**src/rtl/dlrc_pkg.sv**
```systemverilog
package dlrc_pkg;
  typedef enum logic [1:0] {
    ST_IDLE,
    ST_SCAN,
    ST_FLUSH,
    ST_DRAIN
  } scanState_t;

  // strobes from control to datapath
  typedef struct packed {
    logic init;   // capture geometry, reset run and range
    logic scan;   // evaluate current line and advance
    logic flush;  // emit any run left open
    logic clear;  // raise the clear-dirty pulse
  } ctlStrobe_t;
endpackage

```
**src/rtl/dlrc_datapath.sv**
```systemverilog
module dlrc_datapath
  import dlrc_pkg::*;
#(
  parameter int ADDR_W  = 24,
  parameter int LINE_W  = 11,
  parameter int WIDTH_W = 11
) (
  input  logic               clk,
  input  logic               rstN,
  input  ctlStrobe_t         strb,
  input  logic [ADDR_W-1:0]  frameBase,
  input  logic [LINE_W-1:0]  frameHeight,
  input  logic [WIDTH_W-1:0] frameWidth,
  input  logic [1:0]         pixFmt,
  input  logic [ADDR_W-1:0]  linePitch,
  input  logic               fullUpdate,
  input  logic               cursorOn,
  input  logic [LINE_W-1:0]  cursorTop,
  input  logic [LINE_W-1:0]  cursorBottom,
  input  logic               dirtyHit,
  input  logic               cmdReady,
  output logic [ADDR_W-1:0]  qryStart,
  output logic [ADDR_W-1:0]  qryEnd,
  output logic               cmdValid,
  output logic [LINE_W-1:0]  cmdStart,
  output logic [LINE_W-1:0]  cmdCount,
  output logic               clrValid,
  output logic [ADDR_W-1:0]  clrLo,
  output logic [ADDR_W-1:0]  clrHi,
  output logic               stall,
  output logic               lastLine,
  output logic               touched
);
  localparam logic [LINE_W-1:0] ONE_L = LINE_W'(1);
  localparam logic [ADDR_W-1:0] ONE_A = ADDR_W'(1);

  logic [LINE_W-1:0] lineIdx, runStart, hgt;
  logic [ADDR_W-1:0] lineOff, pitchR, spanR, spanEnd, loAddr, hiAddr;
  logic [ADDR_W-1:0] spanCalc;
  logic              fullR, runOpen, cursorHit, updNow;

  always_comb begin
    unique case (pixFmt)
      2'd0:    spanCalc = ADDR_W'(frameWidth);
      2'd1:    spanCalc = ADDR_W'(frameWidth) << 1;
      default: spanCalc = ADDR_W'(frameWidth) << 2;
    endcase
  end

  assign spanEnd   = lineOff + spanR - ONE_A;
  assign cursorHit = cursorOn && (lineIdx >= cursorTop) && (lineIdx <= cursorBottom);
  assign updNow    = fullR || cursorHit || dirtyHit;
  assign lastLine  = (lineIdx == hgt - ONE_L);
  assign stall     = cmdValid && !cmdReady;
  assign qryStart  = lineOff;
  assign qryEnd    = spanEnd;
  assign clrLo     = loAddr;
  assign clrHi     = hiAddr;

  always_ff @(posedge clk) begin
    if (!rstN) begin
      lineIdx  <= '0;
      runStart <= '0;
      hgt      <= '0;
      lineOff  <= '0;
      pitchR   <= '0;
      spanR    <= '0;
      loAddr   <= '1;
      hiAddr   <= '0;
      fullR    <= 1'b0;
      runOpen  <= 1'b0;
      touched  <= 1'b0;
      cmdValid <= 1'b0;
      cmdStart <= '0;
      cmdCount <= '0;
      clrValid <= 1'b0;
    end else begin
      clrValid <= strb.clear;
      if (cmdValid && cmdReady) cmdValid <= 1'b0;

      if (strb.init) begin
        lineIdx <= '0;
        lineOff <= frameBase;
        hgt     <= frameHeight;
        pitchR  <= linePitch;
        spanR   <= spanCalc;
        fullR   <= fullUpdate;
        runOpen <= 1'b0;
        loAddr  <= '1;
        hiAddr  <= '0;
        touched <= 1'b0;
      end

      if (strb.scan) begin
        lineIdx <= lineIdx + ONE_L;
        lineOff <= lineOff + pitchR;
        if (updNow) begin
          if (!runOpen) begin
            runOpen  <= 1'b1;
            runStart <= lineIdx;
          end
          touched <= 1'b1;
          if (lineOff < loAddr) loAddr <= lineOff;
          if (spanEnd > hiAddr) hiAddr <= spanEnd;
        end else if (runOpen) begin
          runOpen  <= 1'b0;
          cmdValid <= 1'b1;
          cmdStart <= runStart;
          cmdCount <= lineIdx - runStart;
        end
      end

      if (strb.flush && runOpen) begin
        runOpen  <= 1'b0;
        cmdValid <= 1'b1;
        cmdStart <= runStart;
        cmdCount <= hgt - runStart;
      end
    end
  end
endmodule

```
**src/rtl/dlrc_control.sv**
```systemverilog
module dlrc_control
  import dlrc_pkg::*;
(
  input  logic       clk,
  input  logic       rstN,
  input  logic       frameStart,
  input  logic       heightZero,
  input  logic       stall,
  input  logic       lastLine,
  input  logic       cmdValid,
  input  logic       touched,
  output ctlStrobe_t strb,
  output logic       qryValid,
  output logic       busy
);
  scanState_t state, nextState;

  always_comb begin
    strb      = '0;
    nextState = state;
    unique case (state)
      ST_IDLE: if (frameStart) begin
        strb.init = 1'b1;
        nextState = heightZero ? ST_FLUSH : ST_SCAN;
      end
      ST_SCAN: if (!stall) begin
        strb.scan = 1'b1;
        if (lastLine) nextState = ST_FLUSH;
      end
      ST_FLUSH: if (!stall) begin
        strb.flush = 1'b1;
        nextState  = ST_DRAIN;
      end
      ST_DRAIN: if (!cmdValid) begin
        strb.clear = touched;
        nextState  = ST_IDLE;
      end
      default: nextState = ST_IDLE;
    endcase
  end

  always_ff @(posedge clk) begin
    if (!rstN) state <= ST_IDLE;
    else       state <= nextState;
  end

  assign qryValid = (state == ST_SCAN);
  assign busy     = (state != ST_IDLE);
endmodule

```
**src/rtl/dirty_line_coalescer.sv**
```systemverilog
module dirty_line_coalescer
  import dlrc_pkg::*;
#(
  parameter int ADDR_W  = 24,
  parameter int LINE_W  = 11,
  parameter int WIDTH_W = 11
) (
  input  logic               clk,
  input  logic               rstN,
  input  logic               frameStart,
  input  logic [ADDR_W-1:0]  frameBase,
  input  logic [LINE_W-1:0]  frameHeight,
  input  logic [WIDTH_W-1:0] frameWidth,
  input  logic [1:0]         pixFmt,
  input  logic [ADDR_W-1:0]  linePitch,
  input  logic               fullUpdate,
  input  logic               cursorOn,
  input  logic [LINE_W-1:0]  cursorTop,
  input  logic [LINE_W-1:0]  cursorBottom,
  output logic               qryValid,
  output logic [ADDR_W-1:0]  qryStart,
  output logic [ADDR_W-1:0]  qryEnd,
  input  logic               dirtyHit,
  output logic               cmdValid,
  input  logic               cmdReady,
  output logic [LINE_W-1:0]  cmdStart,
  output logic [LINE_W-1:0]  cmdCount,
  output logic               clrValid,
  output logic [ADDR_W-1:0]  clrLo,
  output logic [ADDR_W-1:0]  clrHi,
  output logic               busy
);
  ctlStrobe_t strb;
  logic stall, lastLine, touched;

  dlrc_control u_ctl (
    .clk(clk), .rstN(rstN), .frameStart(frameStart),
    .heightZero(frameHeight == '0), .stall(stall), .lastLine(lastLine),
    .cmdValid(cmdValid), .touched(touched), .strb(strb),
    .qryValid(qryValid), .busy(busy)
  );

  dlrc_datapath #(.ADDR_W(ADDR_W), .LINE_W(LINE_W), .WIDTH_W(WIDTH_W)) u_dp (
    .clk(clk), .rstN(rstN), .strb(strb),
    .frameBase(frameBase), .frameHeight(frameHeight), .frameWidth(frameWidth),
    .pixFmt(pixFmt), .linePitch(linePitch), .fullUpdate(fullUpdate),
    .cursorOn(cursorOn), .cursorTop(cursorTop), .cursorBottom(cursorBottom),
    .dirtyHit(dirtyHit), .cmdReady(cmdReady),
    .qryStart(qryStart), .qryEnd(qryEnd),
    .cmdValid(cmdValid), .cmdStart(cmdStart), .cmdCount(cmdCount),
    .clrValid(clrValid), .clrLo(clrLo), .clrHi(clrHi),
    .stall(stall), .lastLine(lastLine), .touched(touched)
  );
endmodule

```
**config.mk**
```make
export PLATFORM = sky130hd
export DESIGN_NAME = dirty_line_coalescer
export DESIGN_NICKNAME = d
export VERILOG_FILES = /design/src/rtl/dlrc_pkg.sv /design/src/rtl/dlrc_datapath.sv /design/src/rtl/dlrc_control.sv /design/src/rtl/dirty_line_coalescer.sv
export SDC_FILE = /design/constraint.sdc
export NUM_CORES = 1
export LEC_CHECK = 0
export BUFFER_PORTS_ARGS = -buffer_cell sky130_fd_sc_hd__buf_2
export CAP_MARGIN = 20
export CORE_UTILIZATION = 40
export CTS_CLUSTER_DIAMETER = 60
export DETAILED_ROUTE_END_ITERATION = 16
export PLACE_DENSITY_LB_ADDON = 0.12
export SYNTH_ARGS = -nofsm -noshare
export SYNTH_HDL_FRONTEND = slang
export SYNTH_SLANG_ARGS = --single-unit
```
**constraint.sdc**
```tcl
create_clock -name clk -period 8.95 [get_ports clk]
set_clock_uncertainty 0.2 [all_clocks]
set_input_delay 1.79 -clock clk [delete_from_list [all_inputs] [get_ports clk]]
set_output_delay 1.79 -clock clk [all_outputs]
set_load 0.02 [all_outputs]
```
==> After elaboration in Yosys (flattened, before gate mapping) <==
Index checks and enable logic that the tools add are counted.
{ "totals": {"reg_bits": 182, "in_bits": 101, "output_inout_bits": 122, "elab_cells": 107} }
{ "classes": {"n_addsub": 7, "magnitude_cmp": 4, "n_eq_ne": 11, "muxes": 46, "bitwise_logic": 3, "n_reduce_logical": 20} }
{ "op_table": {"columns": ["op", "n"], "rows": [
  ["two-way mux 24 bit", 10],
  ["two-way mux 11 bit", 10],
  ["adder 24 bit", 2],
  ["one-hot mux 13 bit (2 select lines)", 1],
  ["> comparator 24 bit", 1],
  ["less-than comparator 24 bit", 1],
  ["subtractor 24 x 1 -> 24 bit (second input constant)", 1],
  ["subtractor 11 bit", 2],
  ["two-way mux 1 bit", 18],
  ["two-way mux 2 bit", 6],
  ["adder 11 x 1 -> 11 bit (second input constant)", 1],
  ["equality test 11 bit", 1],
  [">= comparator 11 bit", 1],
  ["less-or-equal comparator 11 bit", 1],
  ["zero test 11 bit", 1],
  ["subtractor 11 x 1 -> 11 bit (second input constant)", 1],
  ["!= test 2 bit (second input constant)", 5],
  ["one-hot mux 2 bit (4 select lines)", 1],
  ["nonzero test 2 bit", 4],
  ["AND reduction 3 bit", 2],
  ["logical AND 1 bit", 5],
  ["AND reduction 5 bit", 1],
  ["equality test 2 x 1 -> 1 bit (second input constant)", 2],
  ["equality test 2 bit (second input constant)", 2],
  ["7 further kinds", 11]
]} }

==> Logic depth before layout (Yosys ltp) <==
{ "logic_depth": {"ltp_word": 8, "depth_mapped": 23, "mapped_depth_nobuf": 21} }

==> Hierarchy <==
A second synthesis with hierarchy kept.
{ "hier_totals": {"cells_unflattened": 1509, "area_unflattened_um2": 12140.4} }
{ "modules_own_cells": {"columns": ["mod", "n_inst", "cells_each", "area_per_inst_um2", "seq_area_each_um2"], "rows": [
  ["dlrc_datapath", 1, 1478, 11875.1, 3383.2],
  ["dlrc_control", 1, 27, 241.5, 40.0],
  ["dirty_line_coalescer", 1, 4, 23.8, 0.0]
]} }

==> Least setup slack after synthesis <==
No wires, ideal clock.
{ "synth_timing": {"path_kind": "register -> register", "from": "register u_dp.lineOff[2], in the netlist u_dp.qryStart[2]", "to": "register u_dp.hiAddr[16], in the netlist u_dp.clrHi[16]", "setup_ps": 116, "t_arrival_ps": 4932, "required_time_ps": 8634, "path_slack_ps": 3701, "path_stages_with_launch": 21, "n_path_buf": 2, "period_less_slack_ps": 5249, "path_cell_list": "dfxtp_1 inv_1 ha_1 inv_1 ha_1 a21o_1 a21oi_1 o21ai_0 nand3_1 and2_1 o311ai_0 ha_1 and3_1 nand4_1 a211o_1 a311o_1 a211oi_1 buf_2 buf_2 nor2_1 a31o_2"} }
{ "synth_via": {"elab_chain_cells": 6} }
{ "synth_rtl": {"columns": ["item", "line_no", "rtl"], "rows": [
  ["start, declared", "dlrc_datapath.sv:38", "logic [ADDR_W-1:0] lineOff, pitchR, spanR, spanEnd, loAddr, hiAddr;"],
  ["start signal, assigned", "dlrc_datapath.sv:83", "lineOff <= frameBase;"],
  ["start signal, assigned", "dlrc_datapath.sv:96", "lineOff <= lineOff + pitchR;"],
  ["adder 24 bit", "dlrc_datapath.sv:50", "assign spanEnd = lineOff + spanR - ONE_A;"],
  ["subtractor 24 x 1 -> 24 bit", "dlrc_datapath.sv:50", null],
  ["via qryEnd[14]", "dirty_line_coalescer.sv:22", "output logic [ADDR_W-1:0] qryEnd,"],
  ["> comparator 24 bit", "dlrc_datapath.sv:104", "if (spanEnd > hiAddr) hiAddr <= spanEnd;"],
  ["two-way mux 24 bit", "dlrc_datapath.sv:104", null],
  ["two-way mux 24 bit", "dlrc_datapath.sv:97", "if (updNow) begin"],
  ["two-way mux 24 bit", "dlrc_datapath.sv:94", "if (strb.scan) begin"],
  ["end signal, assigned", "dlrc_datapath.sv:104", null],
  ["end, declared", "dlrc_datapath.sv:38", null]
]} }
The timed path passes the listed nets, and every way through them passes these cells.
A chain may end at the register's enable or synchronous reset.

==> Worst setup path after layout <==
{ "layout_timing": {"from": "register u_dp.lineOff[2], in the netlist u_dp.qryStart[2]", "to": "output qryEnd[22]"} }
{ "layout_via": {"elab_chain_cells": 2} }
{ "layout_rtl": {"columns": ["item", "line_no"], "rows": [
  ["adder 24 bit", "dlrc_datapath.sv:50"],
  ["subtractor 24 x 1 -> 24 bit", "dlrc_datapath.sv:50"],
  ["end, declared", "dirty_line_coalescer.sv:22"]
]} }
Every way passes these cells.

==> summary.txt <==
STA
  – Tcrit/Tclk final: 0.659
  – TNS Setup: 0 ps
  – Worst Tran Pin Value: between 1000 and 1500 ps
  – RSZ-0062 raised after global routing: false
  – Fmax: 170 MHz
  – Min cycle time layout: roughly 6000 ps
  – Final Hold Viols: 0
  – Hold slack: about 260 ps
  – Final Slew Violations: 0
  – Final setup viols: 0
  – Worst slew margin: 0.304

Synthesis
  – Post-synth EDFFs: 0
  – Post-synth top flop: dfxtp_1
  – Syn_area_per_cell: about 7.9 um2
  – Syn Nets: roughly 1,800
  – Yosys cell types: 70
  – Synthesized area: 12,400 um2
  – Ys async rst share: 0
  – Synthesized flop and latch total: about 170
  – Synth Warn #: 0
  – Post-synthesis cell count: 1,557
  – Sequential-to-total area share from yosys stat: 0.277

Die
  – Die height: between 150 and 200 um
  – I/O pins: 223
  – Rows: 63
  – Die extent in x: around 180 um
  – Die area: roughly 32,000 um2
  – Starting Density: 0.412
  – Core region area: 30,000 um2

Critical path
  – Worst Path Max Fanout: 5
  – R2R setup slack: between 3000 and 4000 ps
  – CP Data Required Time: around 7000 ps
  – Worst Setup Start Kind: flip-flop
  – Critical path type: reg2out
  – Critical path endpoint category: output pin
  – Critical path arrival: between 3000 and 4000 ps

GRT
  – Grt total ovfl: 0
  – Global-route wire length before repair: ~56 mm
  – Antenna violations before repair: 2
  – Vias in the first global route: about 11,000
  – Global Route Usage Sum: 0.227
  – Pin count of the biggest net entering global routing: 90

Clock tree
  – Cts repair resizes: 0
  – Clk sinks: 171
  – Root Buffer Master: clkbuf_16
  – Clock latency on the worst-skew pair: roughly 450 ps
  – Worst-path clk slew: roughly 70 ps
  – Post-CTS Setup Bufs: 0
  – Max H-tree Level: 4
  – Hold_buf cts: 0
  – Max Buffers Root-to-Sink: 2
  – Number of CTS-inserted buffers: 17
  – CTS tree: built

Routing
  – DR iter-0 viols: 601
  – Total Wirelength: between 30 and 40 mm
  – Detailed-router iteration count before antenna repair: 5
  – Via count: about 11,000
  – ANT nets after route: 0
  – Residual DRC: 0
  – Wire per inst: between 15 and 20 um
  – Via density: about 5.3

Cells and area
  – Nets: between 1,500 and 2,000
  – Area grow syn2layout: 15.9%
  – Share of cells above drive strength 1: 0.174

Power and ir drop
  – Leakage: ~0.0068 uW
  – Switching share of power: 0.520
  – Clock share of power: 0.128
  – Internal: approximately 2700 uW
  – Peak VDD IR: around 0.27 mV
  – Pwr per Cell Area: ~400 nW/um2
  – Switch Pwr: about 2900 uW
  – Seq pwr share: 0.199
  – Comb power frac: 0.673

Placed design
  – Number of buffers added on ports: approximately 220
  – Post-DP HPWL: between 20 and 30 mm
  – Placer Congestion: just under 0.9

Worst hold path
  – Worst hold path class: reg2reg

Job
  – Total of max-cap violations: 0

Outcome
  – Status: finished clean
[layer usage]
layer	wire (um)	share of wire	vias to the layer above	global-route usage
met5	0	0	-	0
met4	494	0.014	0	0.0534
met3	1660	0.047	33	0.0467
met2	17700	0.50	235	0.409
met1	15900	0.44	5217	0.272
li1	-	-	5760	-
[cell type report]
type / instances / area, um2
diodes: 2 / 5.00
clock buffers: 18 / 439
clock inverters: 14 / 108
fillers: 3020 / 15700
inverters: 172 / 646
multi-input cells: 1142 / 8030
flip-flops and latches: 171 / 3420
well taps: 390 / 488
repair buffers: 231 / 1180
[cell usage in the layout (no fill, tap or decap), types with 12 or more instances in the layout]
| cell type | instances |
|---|---|
| a21boi_0 | 71 |
| a21o_1 | 24 |
| a21oi_1 | 82 |
| and3_1 | 13 |
| buf_2 | 221 |
| clkbuf_16 | 17 |
| dfxtp_1 | 171 |
| ha_1 | 144 |
| inv_1 | 172 |
| mux2_2 | 19 |
| mux2i_1 | 50 |
| nand2_1 | 202 |
| nand3_1 | 42 |
| nand4_1 | 18 |
| nor2_1 | 70 |
| nor2b_1 | 51 |
| nor3_1 | 22 |
| o211ai_1 | 29 |
| o21a_1 | 12 |
| o21ai_0 | 66 |
| or3_1 | 20 |
| xnor2_1 | 39 |
| xor2_1 | 15 |
[sequential cells by signal, indices dropped and copies added (netlist names)]
| signal | flops |
|---|---|
| u_dp.cmdStart | 11 |
| u_dp.runStart | 11 |
| u_dp.runOpen | 1 |
| u_dp.qryStart | 24 |
| u_dp.pitchR | 24 |
| u_ctl.state | 2 |
| u_dp.cmdCount | 11 |
| u_dp.lineIdx | 11 |
| u_dp.spanR | 13 |
| u_dp.fullR | 1 |
| u_dp.clrLo | 24 |
| u_dp.clrValid | 1 |
| u_dp.hgt | 11 |
| u_dp.cmdValid | 1 |
| u_dp.clrHi | 24 |
| u_dp.touched | 1 |
[power groups by stage]
| stage | Sequential (uW) | Combinational (uW) | Clock (uW) |
|---|---|---|---|
| floorplan | 1200 | 2560 | 0 |
| finish | 1110 | 3760 | 714 |
| detailed placement | 1130 | 3770 | 0 |
| global route | 1140 | 4170 | 763 |
| CTS | 1120 | 3790 | 734 |
| global placement | 1130 | 3730 | 0 |
[critical path, stage by stage (launching register included)]
cell and delay, ps:
dfxtp_1 390, inv_1 120, ha_1 290, inv_1 60, ha_1 280, a21o_1 100
a21oi_1 100, o21ai_0 330, nand3_1 260, a2111oi_0 780, a211oi_1 280, xnor2_1 250
buf_2 210
[per-stage QoR]
stage / util / instances / power (uW) / setup slack (ps) / area, um2
2_1_floorplan: - / 1557 / 3760 / 3700 / 12400
3_3_place_gp: 0.458 / 2105 / 4860 / 3590 / 13800
3_5_place_dp: 0.458 / 2106 / 4900 / 3470 / 13800
4_1_cts: 0.477 / 2138 / 5640 / 3080 / 14300
5_1_grt: 0.477 / 2138 / 6070 / 2750 / 14300
6_report: 0.477 / 2140 / 5590 / 3050 / 14300
[synthesized netlist by cell type, drive strengths merged, types with 20 or more instances]
master    n  area (um2)
clkbuf   53         199
a21oi    82         410
nand3    42         210
nor2     70         263
a21boi   73         548
nor2b    51         319
nand2   203         762
a21o     24         180
o21ai    68         340
o211ai   29         218
nor3     23         115
or3      20         125
mux2i    50         500
ha      144        1800
dfxtp   171        3420
xnor2    39         342
inv     172         646
[final timing paths]
kind / to / cells past startpoint / startpoint
setup reg to reg: u_dp.clrHi[19] / 18 / u_dp.qryStart[2]
setup / recovery: qryEnd[22] / 12 / u_dp.qryStart[2]
hold / removal: u_dp.fullR / 2 / u_dp.fullR
hold reg to reg: u_dp.fullR / 2 / u_dp.fullR
[logic make-up (layout without fill, tap and decap cells)]
| family | count (synthesis) | after routing | synth area share |
|---|---|---|---|
| compound gates | 382 | 382 | 0.211 |
| xor+xnor | 54 | 54 | 0.0383 |
| fa+ha+maj | 147 | 147 | 0.151 |
| buf+inv | 244 | 435 | 0.0758 |
| flops | 171 | 171 | 0.277 |
| mux | 69 | 69 | 0.0578 |
| other cells | 0 | 2 | 0 |
| simple gates | 490 | 490 | 0.190 |
Power figures use the tool's default switching activity.
